==> src/rtl/ictr_pkg.sv <==
package ictr_pkg;
  typedef enum logic [2:0] {
    M_TCINT  = 3'd0,
    M_ONESHT = 3'd1,
    M_RATE   = 3'd2,
    M_SQUARE = 3'd3,
    M_SWSTRB = 3'd4,
    M_HWSTRB = 3'd5,
    M_IDLE   = 3'd7
  } mode_e;

  function automatic mode_e decode_mode(input logic [2:0] code);
    case (code)
      3'd0: return M_TCINT;
      3'd1: return M_ONESHT;
      3'd2: return M_RATE;
      3'd3: return M_SQUARE;
      3'd4: return M_SWSTRB;
      3'd5: return M_HWSTRB;
      default: return M_IDLE;
    endcase
  endfunction

  function automatic logic gate_pauses(input mode_e m);
    return (m == M_TCINT) || (m == M_RATE) || (m == M_SQUARE) || (m == M_SWSTRB);
  endfunction

  function automatic logic gate_retrigs(input mode_e m);
    return (m == M_ONESHT) || (m == M_RATE) || (m == M_SQUARE) || (m == M_HWSTRB);
  endfunction
endpackage

==> src/rtl/ictr_gate_edge.sv <==
module ictr_gate_edge (
  input  logic clk,
  input  logic rst_n,
  input  logic gate,
  output logic rise
);
  logic gate_q;

  always_ff @(posedge clk) begin
    if (!rst_n) gate_q <= 1'b0;
    else        gate_q <= gate;
  end

  assign rise = gate & ~gate_q;
endmodule

==> src/rtl/ictr_step.sv <==
module ictr_step
  import ictr_pkg::*;
#(
  parameter int W = 16
) (
  input  mode_e          mode,
  input  logic [W-1:0]   cnt,
  input  logic [W-1:0]   reload,
  input  logic           out_q,
  input  logic           armed,
  input  logic           load,
  input  logic [W-1:0]   load_val,
  input  logic [2:0]     mode_in,
  input  logic           rise,
  input  logic           tick,
  input  logic           gate,
  output logic [W-1:0]   nxt_cnt,
  output logic           nxt_out,
  output logic           nxt_armed
);
  localparam logic [W-1:0] ONE = W'(1);
  localparam logic [W-1:0] TWO = W'(2);
  localparam logic [W-1:0] EVEN_MASK = ~ONE;

  mode_e new_mode;
  logic  run;
  logic  at_one;

  assign new_mode = decode_mode(mode_in);
  assign run      = tick && (mode != M_IDLE) && (gate || !gate_pauses(mode));
  assign at_one   = (cnt == ONE);

  always_comb begin
    nxt_cnt   = cnt;
    nxt_out   = out_q;
    nxt_armed = armed;
    if (load) begin
      nxt_cnt   = load_val;
      nxt_out   = !((new_mode == M_TCINT) || (new_mode == M_ONESHT));
      nxt_armed = 1'b1;
    end else if (rise && gate_retrigs(mode)) begin
      nxt_cnt = reload;
      case (mode)
        M_ONESHT: nxt_out = 1'b0;
        M_SQUARE: nxt_out = 1'b1;
        M_HWSTRB: begin
          nxt_out   = 1'b1;
          nxt_armed = 1'b1;
        end
        default: ;
      endcase
    end else if (run) begin
      case (mode)
        M_TCINT, M_ONESHT: begin
          nxt_cnt = cnt - ONE;
          if (at_one) nxt_out = 1'b1;
        end
        M_RATE: begin
          nxt_cnt = at_one ? reload : cnt - ONE;
        end
        M_SQUARE: begin
          if (at_one || cnt == TWO) begin
            nxt_out = ~out_q;
            nxt_cnt = out_q ? (reload & EVEN_MASK) : reload;
          end else begin
            nxt_cnt = cnt - TWO;
          end
        end
        M_SWSTRB, M_HWSTRB: begin
          nxt_cnt = cnt - ONE;
          if (!out_q) begin
            nxt_out = 1'b1;
          end else if (armed && at_one) begin
            nxt_out   = 1'b0;
            nxt_armed = 1'b0;
          end
        end
        default: ;
      endcase
    end
  end
endmodule

==> src/rtl/ictr_channel.sv <==
module ictr_channel
  import ictr_pkg::*;
#(
  parameter int W = 16
) (
  input  logic         clk,
  input  logic         rst_n,
  input  logic         tick,
  input  logic         load,
  input  logic [W-1:0] load_val,
  input  logic [2:0]   mode_in,
  input  logic         gate,
  output logic [W-1:0] count_o,
  output logic         out_o
);
  mode_e          mode_q;
  logic [W-1:0]   cnt_q, reload_q, nxt_cnt;
  logic           out_q, armed_q, nxt_out, nxt_armed;
  logic           rise;

  ictr_gate_edge u_edge (
    .clk  (clk),
    .rst_n(rst_n),
    .gate (gate),
    .rise (rise)
  );

  ictr_step #(.W(W)) u_step (
    .mode     (mode_q),
    .cnt      (cnt_q),
    .reload   (reload_q),
    .out_q    (out_q),
    .armed    (armed_q),
    .load     (load),
    .load_val (load_val),
    .mode_in  (mode_in),
    .rise     (rise),
    .tick     (tick),
    .gate     (gate),
    .nxt_cnt  (nxt_cnt),
    .nxt_out  (nxt_out),
    .nxt_armed(nxt_armed)
  );

  always_ff @(posedge clk) begin
    if (!rst_n) begin
      mode_q   <= M_IDLE;
      cnt_q    <= '0;
      reload_q <= '0;
      out_q    <= 1'b1;
      armed_q  <= 1'b0;
    end else begin
      if (load) begin
        mode_q   <= decode_mode(mode_in);
        reload_q <= load_val;
      end
      cnt_q   <= nxt_cnt;
      out_q   <= nxt_out;
      armed_q <= nxt_armed;
    end
  end

  assign count_o = cnt_q;
  assign out_o   = (mode_q == M_RATE) ? (cnt_q != W'(1)) : out_q;
endmodule

==> config.mk <==
export PLATFORM = sky130hd
export DESIGN_NAME = ictr_channel
export DESIGN_NICKNAME = d
export VERILOG_FILES = /design/src/rtl/ictr_pkg.sv /design/src/rtl/ictr_gate_edge.sv /design/src/rtl/ictr_step.sv /design/src/rtl/ictr_channel.sv
export SDC_FILE = /design/constraint.sdc
export NUM_CORES = 1
export LEC_CHECK = 0
export BUFFER_PORTS_ARGS = -buffer_cell sky130_fd_sc_hd__buf_2
export CAP_MARGIN = 10
export CELL_PAD_IN_SITES_DETAIL_PLACEMENT = 0
export CELL_PAD_IN_SITES_GLOBAL_PLACEMENT = 1
export CORE_ASPECT_RATIO = 1.75
export CORE_MARGIN = 10
export CORE_UTILIZATION = 40
export DETAILED_ROUTE_END_ITERATION = 16
export HOLD_SLACK_MARGIN = 0.03
export PLACE_DENSITY_LB_ADDON = 0.1
export SLEW_MARGIN = 5
export SYNTH_ARGS = -nofsm -noshare
export SYNTH_HDL_FRONTEND = slang
export SYNTH_SLANG_ARGS = --single-unit
==> constraint.sdc <==
create_clock -name clk -period 6.4 [get_ports clk]
set_input_delay 0.64 -clock clk [delete_from_list [all_inputs] [get_ports clk]]
set_output_delay 0.64 -clock clk [all_outputs]
set_load 0.02 [all_outputs]
==> impl_metrics.toml, run 1 <==
[status]
status = "finished, final reports clean"

[yosys]
syn_area_sq_mm = 0.00308
muxShareOfSynthArea_pct = 3.01
synth_top_family_by_area = "compound AO/OA/AOI/OAI gates"
yosysTopAreaCell = "dfxtp_1"
yosys.area_share.simple_pct = 28.7
yosysWarnings = 0
synth.most_common_cell = "nand2_1"
avgSynthCellArea_sq_um = 7.40
synth_xor_area_share_pct = 5.12
postSynthCellCount = 416
ys_seq_area_share_pct = 24.7
syn_nets = 445
synth_edf_count = 0
ys_ff_latch = 38
synth_fa_ha_area_share_pct = 2.03
synth.area.top_cells = "dfxtp_1, nand2_1, o21ai_0, nor2_1, nand2b_1"
yosysUniqueCellTypes = 69
synthTopCellsByCount = "nand2_1, dfxtp_1, nor2_1"
synth-async-reset-ratio_pct = 0
synthFlopType = "dfxtp_1"
synth_top_area_share_pct = 24.7
synth_compound_area_share_pct = 30.4

[clock_network]
postCtsSetupBuffers = 0
htree_levels = 2
cts_made_buffers = 5
ctsHoldBuffers = 0
cts_max_path_buffers = 2
clock_latency_ns = 0.29
cts_sinks = 38
clkSlewWorstSetupHoldPaths_ns = 0.06
cts_root_buf = "clkbuf_16"
cts_resized = 0
cts_tree = "done"

[power_and_ir_drop]
vdd_drop_max_mv = 0.141
powerDensity_mw_per_mm2 = 254
p_leak_nw = 1.36

[finish]
drive_gt1_share_pct = 14.7
fin_util_pct = 45.5
diodes = 0
nets = 462
area_delta_synth_final_pct = 11.1
postLayoutCellArea_sq_mm = 0.00342

[sta]
max_slew_margin_pct = 39.0
worst_pin_slew_ns = 0.912
drv_slew = 0
fin_crit_sh_pct = 44.9
setup_viol = 0
rsz0062_at_grt = "no"
setup_ws_ns = 3.52
hold_viol = 0
fmax_mhz = 348
finClkSkew_ns = 0.00510
period_needed_ns = 2.88
fin_tns_setup_ns = 0

[routing]
drt_iter0_markers = 201
drc = 0
drt_pass1_iterations = 5
vias_per_cell = 6.21
vias = 3241
wl_um = 10800
ant_nets = 0
wire_per_inst_um = 20.6

[global_route]
grt-ovfl-total = 0
grt_pass1_vias = 3160
grt_pass1_wl_um = 17000
antenna_found_initial = 0
grt_usage_pct = 18.0
grt_max_degree = 40

[floorplan]
io_pins = 41
rows = 42
die-area_sq_mm = 0.0117
core_sq_mm = 0.00751
dieWidth_um = 86.3
chipHeight_um = 136
start_util_pct = 41.0

[worst_setup_path]
worst_setup_path_start_kind = "flip-flop"
cp_slowest_cell = "nor4_4"
cpPeakStageDelay_ns = 0.64
critPathKind = "reg2out"
path_max_fanout = 11
crit_chain = "nor4_4 > and4_1 > a31oi_1 > buf_2"
crit_required_ns = 5.76
cp-end-kind = "primary output"
arrival_ns = 2.24

[placed_design]
place_congestion = 0.903
placed_cell_area_sq_mm = 0.00326
hpwl_um = 7850
portBuffers = 40
dp_slack_ns = 3.69

[hold_path]
hold_class = "reg2reg"

[job]
max_cap_violations = 0
==> flip-flops by register name, summed over array words and instances, names as in the netlist <==
signal         flops
count_o           16
reload_q          16
out_q              1
armed_q            1
mode_q             3
u_edge.gate_q      1
==> placed cells by master, fill, tap and decap left out, types with 3 or more instances in the layout <==
| master | instances |
|---|---|
| or3_1 | 3 |
| nor2b_1 | 12 |
| nand2b_1 | 17 |
| o221ai_1 | 3 |
| o21ai_0 | 30 |
| a21boi_0 | 14 |
| buf_2 | 40 |
| nand3_1 | 14 |
| o22ai_1 | 12 |
| a211oi_1 | 3 |
| nor3b_1 | 3 |
| o31ai_1 | 3 |
| clkbuf_16 | 5 |
| nand4_1 | 6 |
| inv_1 | 8 |
| dfxtp_1 | 38 |
| xnor2_1 | 6 |
| xor2_1 | 12 |
| nand2_1 | 47 |
| buf_4 | 3 |
| ha_1 | 5 |
| a221oi_1 | 4 |
| nor2_1 | 33 |
| mux2i_1 | 7 |
| a21oi_1 | 20 |
| a31oi_1 | 12 |
| nor3_1 | 12 |
| o211ai_1 | 7 |
==> stage by stage <==
step	hold WS [ns]	power (W)	std cells
finish	0.484	0.000869	522
global route	0.521	0.000916	522
CTS	0.487	0.000878	522
detailed placement	0.480	0.000583	514
global placement	0.467	0.000582	514
floorplan	0.447	0.000505	416
==> power breakdown <==
group | switching, W | leakage [nW] | internal, W
Combinational | 0.000174 | 0.962 | 0.000113
Sequential | 0.0000411 | 0.314 | 0.000255
Clock | 0.000105 | 0.0836 | 0.000183
Total | 0.000320 | 1.36 | 0.000550
==> worst paths after layout <==
check	from	to	slack (ns)	cells after the start
setup reg to reg	count_o[0]$_SDFFE_PN0P_	out_q$_SDFFE_PN1P_	3.63	6
hold reg to reg	armed_q$_SDFFE_PN0P_	armed_q$_SDFFE_PN0P_	0.48	2
setup / recovery	count_o[8]$_SDFFE_PN0P_	out_o	3.52	4
hold / removal	armed_q$_SDFFE_PN0P_	armed_q$_SDFFE_PN0P_	0.48	2
==> per-layer routing <==
metal	up-vias	wire (um)	track usage [%]
met1	1517	4140	19.2
met4	0	449	9.31
met5	-	0	0
li1	1563	-	-
met2	128	5640	32.5
met3	33	522	3.24
==> cells by family after synthesis <==
kind of cell	after synthesis
and+or+nand+nor	167
AOI/OAI and AO/OA	138
buffers and inverters	41
DFF	38
xor gates and xnor gates	18
muxes	9
adders and majority gates	5
==> worst max-delay path: cells and delay by family, from the launching register on <==
family | cells | cell delay [ns]
AOI/OAI and AO/OA | 1 | 0.14
buffers and inverters | 1 | 0.19
DFF | 1 | 0.47
and+or+nand+nor | 2 | 1.14
==> area by class of cell <==
| class | count | area, sq um |
|---|---|---|
| clock buffers | 5 | 125 |
| clock inverters | 3 | 40.0 |
| fillers | 804 | 4090 |
| inverters | 8 | 30.0 |
| multi-input cells | 337 | 2130 |
| flip-flops and latches | 38 | 761 |
| well taps | 88 | 110 |
| repair buffers | 43 | 223 |
Note: power is estimated with default switching activity, not from simulation.
==> run 2: changes to the inputs <==
ABC_AREA = 1   (was unset)
CORE_UTILIZATION = 37   (was 40)
clock period = 2.6 ns   (was 6.4 ns; I/O delays follow)
==> impl_metrics.toml, run 2 <==
[status]
status = "finished, final reports clean"

[global_route]
grt_max_degree = 27
antenna_found_initial = 0
grt_pass1_wl_um = 18500
grt_pass1_vias = 3552
grt-ovfl-total = 0
grt_usage_pct = 18.6

[worst_setup_path]
critPathKind = "reg2out"
cp_slowest_cell = "dfxtp_1"
crit_required_ns = 2.34
arrival_ns = 1.99
cp_top_family = "simple AND/OR/NAND/NOR gates"
worstRegToRegCells = 11
crit_chain = "nor2_2 > nand2_2 > nor2_4 > nand2_2 > nand2_1 > o21ai_0 > buf_2"
rr_startpoint = "mode_q[1]$_SDFFE_PN1P_"
cp-end-kind = "primary output"
cpPeakStageDelay_ns = 0.43
worst-path-buf-inv = 1
worst_setup_path_start_kind = "flip-flop"
r2r_setup_slack_ns = 0.41
r2r-end = "out_q$_SDFFE_PN1P_"
path_max_fanout = 12
crit_top_cell = "nand2_2"

[power_and_ir_drop]
powerDensity_mw_per_mm2 = 667
pwr-share-comb_pct = 40.2
p_sw_w = 0.000967
pwr-share-clk_pct = 29.8
vdd_drop_max_mv = 0.468
p_sw_share_pct = 40.8
finalPower_w = 0.00237
p_int_w = 0.00141
pwr-share-seq_pct = 30.0
p_leak_nw = 1.68

[yosys]
yosysWarnings = 0
syn_nets = 537
synthTopCellsByCount = "nand2_1, nand3_1, nor2_1"
syn_area_sq_mm = 0.00312
synth-async-reset-ratio_pct = 0
avgSynthCellArea_sq_um = 6.13
synth.area.top_cells = "dfxtp_1, nand2_1, nand3_1, a21oi_1, o21ai_0"
synthFlopType = "dfxtp_1"
synth.most_common_cell = "nand2_1"
postSynthCellCount = 508
synth_edf_count = 0
yosysUniqueCellTypes = 37
ys_ff_latch = 38
ys_seq_area_share_pct = 24.4
synth_top_area_share_pct = 24.4
yosysTopAreaCell = "dfxtp_1"

[routing]
vias = 3560
ant_nets = 0
drt_pass1_iterations = 5
wl_um = 11500
wire_per_inst_um = 18.0
drt_iter0_markers = 269
drc = 0
vias_per_cell = 5.57

[placed_design]
portBuffers = 40
hpwl_um = 8510
placed_cell_area_sq_mm = 0.00339
place_congestion = 0.971
place_inst = 631

[sta]
worst_pin_slew_ns = 0.614
finClkSkew_ns = 0.00346
hold_viol = 0
fin_crit_sh_pct = 86.7
fmax_mhz = 444
setup_viol = 0
period_needed_ns = 2.25
drv_slew = 0
fin_tns_setup_ns = 0
rsz0062_at_grt = "no"
max_slew_margin_pct = 59.0

[finish]
instances_no_fill = 639
nets = 575
fin_util_pct = 43.0
mostFrequentLayoutCell = "nand2_1"
postLayoutCellArea_sq_mm = 0.00355
area_delta_synth_final_pct = 14.1
diodes = 0
drive_gt1_share_pct = 16.3
layout_common_cells = "nand2_1, nand3_1, nor2_1"

[clock_network]
cts_tree = "done"
postCtsSetupBuffers = 0
cts_sinks = 38
clock_latency_ns = 0.29
clkSlewWorstSetupHoldPaths_ns = 0.06
cts_resized = 0
htree_levels = 2
cts_made_buffers = 5
cts_max_path_buffers = 2
ctsHoldBuffers = 0
cts_root_buf = "clkbuf_16"

[hold_path]
hold_class = "in2reg"
min_path_cells = 3
holdPathEnd = "u_edge.gate_q$_SDFF_PN0_"
hold_path_startpoint = "gate"

[floorplan]
start_util_pct = 37.7
die-area_sq_mm = 0.0126
core_sq_mm = 0.00826
chipHeight_um = 141
io_pins = 41
rows = 44
dieWidth_um = 89.4

[job]
max_cap_violations = 0
[run 2: changes by cell type after synthesis, sizes merged, moves of 16 or more]
cell	change
a21oi	+21
clkbuf	-19
inv	+36
nand2	+98
nand2b	-17
nand3	+74
nor2	+16
[run 2: area by class of cell]
class	instances	area, sq um
Tap cell	92	115
Clock buffer	7	133
Multi-Input combinational cell	403	2060
Inverter	47	176
Timing Repair Buffer	51	283
Sequential cell	38	761
Fill cell	939	4700
Clock inverter	1	30.0
[run 2: stage by stage]
| stage | setup WS (ns) | hold WS (ns) |
|---|---|---|
| 6_report | 0.346 | 0.161 |
| 5_1_grt | 0.172 | 0.184 |
| 4_1_cts | 0.340 | 0.159 |
| 3_5_place_dp | 0.420 | 0.457 |
| 3_3_place_gp | 0.412 | 0.452 |
| 2_1_floorplan | 0.760 | 0.353 |
[run 2: power groups by stage]
stage / Sequential, W / Clock (W) / Combinational (W)
global route: 0.000718 / 0.000735 / 0.00107
floorplan: 0.000742 / 0 / 0.000655
CTS: 0.000711 / 0.000717 / 0.000951
detailed placement: 0.000724 / 0 / 0.000946
finish: 0.000712 / 0.000707 / 0.000953
global placement: 0.000722 / 0 / 0.000952
[run 2: layer usage]
metal  share of wire [%]  track usage, %
met1                  40            21.4
met2                  53            32.7
met3                 3.8            2.98
met4                 2.9            7.15
met5                   0               0
[run 2: worst max-delay path by stage]
stage	from	to	cells past startpoint
after floorplan	count_o[0]$_SDFFE_PN0P_	out_o	6
after global placement	mode_q[1]$_SDFFE_PN1P_	out_q$_SDFFE_PN1P_	11
after detailed placement	mode_q[1]$_SDFFE_PN1P_	out_q$_SDFFE_PN1P_	11
after CTS	count_o[1]$_SDFFE_PN0P_	out_o	8
after global routing	count_o[1]$_SDFFE_PN0P_	out_o	8
final	count_o[9]$_SDFFE_PN0P_	out_o	7
[run 2: logic make-up after synthesis]
family                     after synthesis  share of synthesized area [%]
and+or+nand+nor                        299                           44.7
AOI/OAI and AO/OA                       90                           16.8
buffers and inverters                   67                           9.56
DFF                                     38                           24.4
xor gates and xnor gates                 9                           2.53
adders and majority gates                5                           2.01
[run 2: tightest hold or removal path, stage by stage]
cell     delay, ns
buf_2         0.08
nand2_1       0.04
inv_1         0.04
==> run 3: changes to the inputs <==
==> constraint.sdc (replaced) <==
create_clock -name clk -period 2.6 [get_ports clk]
set_input_delay 0.39 -clock clk [delete_from_list [all_inputs] [get_ports clk]]
set_output_delay 0.39 -clock clk [all_outputs]
set_load 0.02 [all_outputs]
==> impl_metrics.toml, run 3 (synthesis results as in run 2) <==
[worst_setup_path]
arrival_ns = 1.98
crit_required_ns = 2.21
cp-end-kind = "primary output"
path_max_fanout = 10
worst_setup_path_start_kind = "flip-flop"
critPathKind = "reg2out"

[routing]
drt_pass1_iterations = 5
wl_um = 11300
ant_nets = 0
wire_per_inst_um = 17.7
drc = 0
vias_per_cell = 5.40
drt_iter0_markers = 185
vias = 3450

[clock_network]
cts_made_buffers = 5
ctsHoldBuffers = 0
cts_root_buf = "clkbuf_16"
cts_resized = 0
htree_levels = 2
cts_max_path_buffers = 2
cts_sinks = 38
clkSlewWorstSetupHoldPaths_ns = 0.06
clock_latency_ns = 0.29
cts_tree = "done"
postCtsSetupBuffers = 0

[sta]
fmax_mhz = 422
max_slew_margin_pct = 57.6
setup_viol = 0
rsz0062_at_grt = "no"
hold-worst-slack_ns = 0.295
hold_viol = 0
worst_pin_slew_ns = 0.635
fin_tns_setup_ns = 0
drv_slew = 0
fin_crit_sh_pct = 91.1
period_needed_ns = 2.37
finClkSkew_ns = 0.00551

[status]
status = "finished, final reports clean"

[floorplan]
chipHeight_um = 141
start_util_pct = 37.7
die-area_sq_mm = 0.0126
rows = 44
io_pins = 41
core_sq_mm = 0.00826
dieWidth_um = 89.4

[global_route]
grt_pass1_wl_um = 18000
grtUsageMet3_pct = 3.50
grt-ovfl-total = 0
antenna_found_initial = 0
use_met1_pct = 19.9
grt_usage_pct = 18.5
grt_max_degree = 20
use_met2_pct = 33.5
grt_pass1_vias = 3511
busiest_layer = "met2"

[power_and_ir_drop]
powerDensity_mw_per_mm2 = 638
p_leak_nw = 1.67
vdd_drop_max_mv = 0.278

[finish]
fillers = 970
postLayoutCellArea_sq_mm = 0.00354
area_delta_synth_final_pct = 13.5
drive_gt1_share_pct = 16.5
layout_common_cells = "nand2_1, nand3_1, nor2_1"
mostFrequentLayoutCell = "nand2_1"
nets = 576
fin_util_pct = 42.8
diodes = 0
seqCellArea_sq_um = 761
multi_input_comb_area_sq_mm = 0.00206

[placed_design]
placed_cell_area_sq_mm = 0.00340
place_congestion = 0.940
hpwl_um = 8520
portBuffers = 40

[job]
max_cap_violations = 0

[hold_path]
hold_class = "in2reg"
-- run 3: changes by cell type in the layout (fill, tap and decap cells not counted), sizes merged --
cell,previous run,this run
bufinv,1,0
clkbuf,7,6
clkinvlp,0,1
buf,51,52
-- run 3: layout make-up --
| class | count | area share (%) |
|---|---|---|
| Multi-Input combinational cell | 403 | 58.2 |
| Sequential cell | 38 | 21.5 |
| Timing Repair Buffer | 52 | 8.21 |
| Inverter | 47 | 4.99 |
| Clock buffer | 6 | 3.64 |
| Tap cell | 92 | 3.26 |
| Clock inverter | 1 | 0.212 |
-- run 3: per-layer routing --
layer / wire length, um / vias up
li1: - / 1752
met1: 4550 / 1591
met2: 6010 / 88
met3: 441 / 19
met4: 307 / 0
met5: 0 / -
-- run 3: path summary, 6_finish.rpt --
check / startpoint / endpoint / slack, ns / cells past startpoint
worst max-delay path: count_o[1]$_SDFFE_PN0P_ / out_o / 0.23 / 8
worst min-delay path: gate / u_edge.gate_q$_SDFF_PN0_ / 0.29 / 3
worst max register to register: count_o[8]$_SDFFE_PN0P_ / out_q$_SDFFE_PN1P_ / 0.52 / 10
worst min register to register: armed_q$_SDFFE_PN0P_ / armed_q$_SDFFE_PN0P_ / 0.46 / 2
-- run 3: through the flow --
step                worst slack (ns)  std cells  power, W
floorplan                      0.630        508   0.00140
global placement               0.578        632   0.00166
detailed placement             0.542        632   0.00166
CTS                            0.226        639   0.00227
global route                  0.0814        639   0.00241
finish                         0.232        639   0.00226
-- run 3: critical path, stage by stage, from the launching register on --
cell	delay [ns]
dfxtp_1	0.34
inv_1	0.14
ha_1	0.33
nand2_2	0.14
nor2_4	0.19
nand2_2	0.20
nand2_1	0.10
o21ai_0	0.07
buf_2	0.16
-- run 3: report_power, final --
part / total, W / switching [W] / leakage, nW / internal [W]
Combinational: 0.000934 / 0.000623 / 1.29 / 0.000311
Clock: 0.000610 / 0.000259 / 0.0629 / 0.000351
Sequential: 0.000713 / 0.0000774 / 0.315 / 0.000636
Total: 0.00226 / 0.000959 / 1.67 / 0.00130
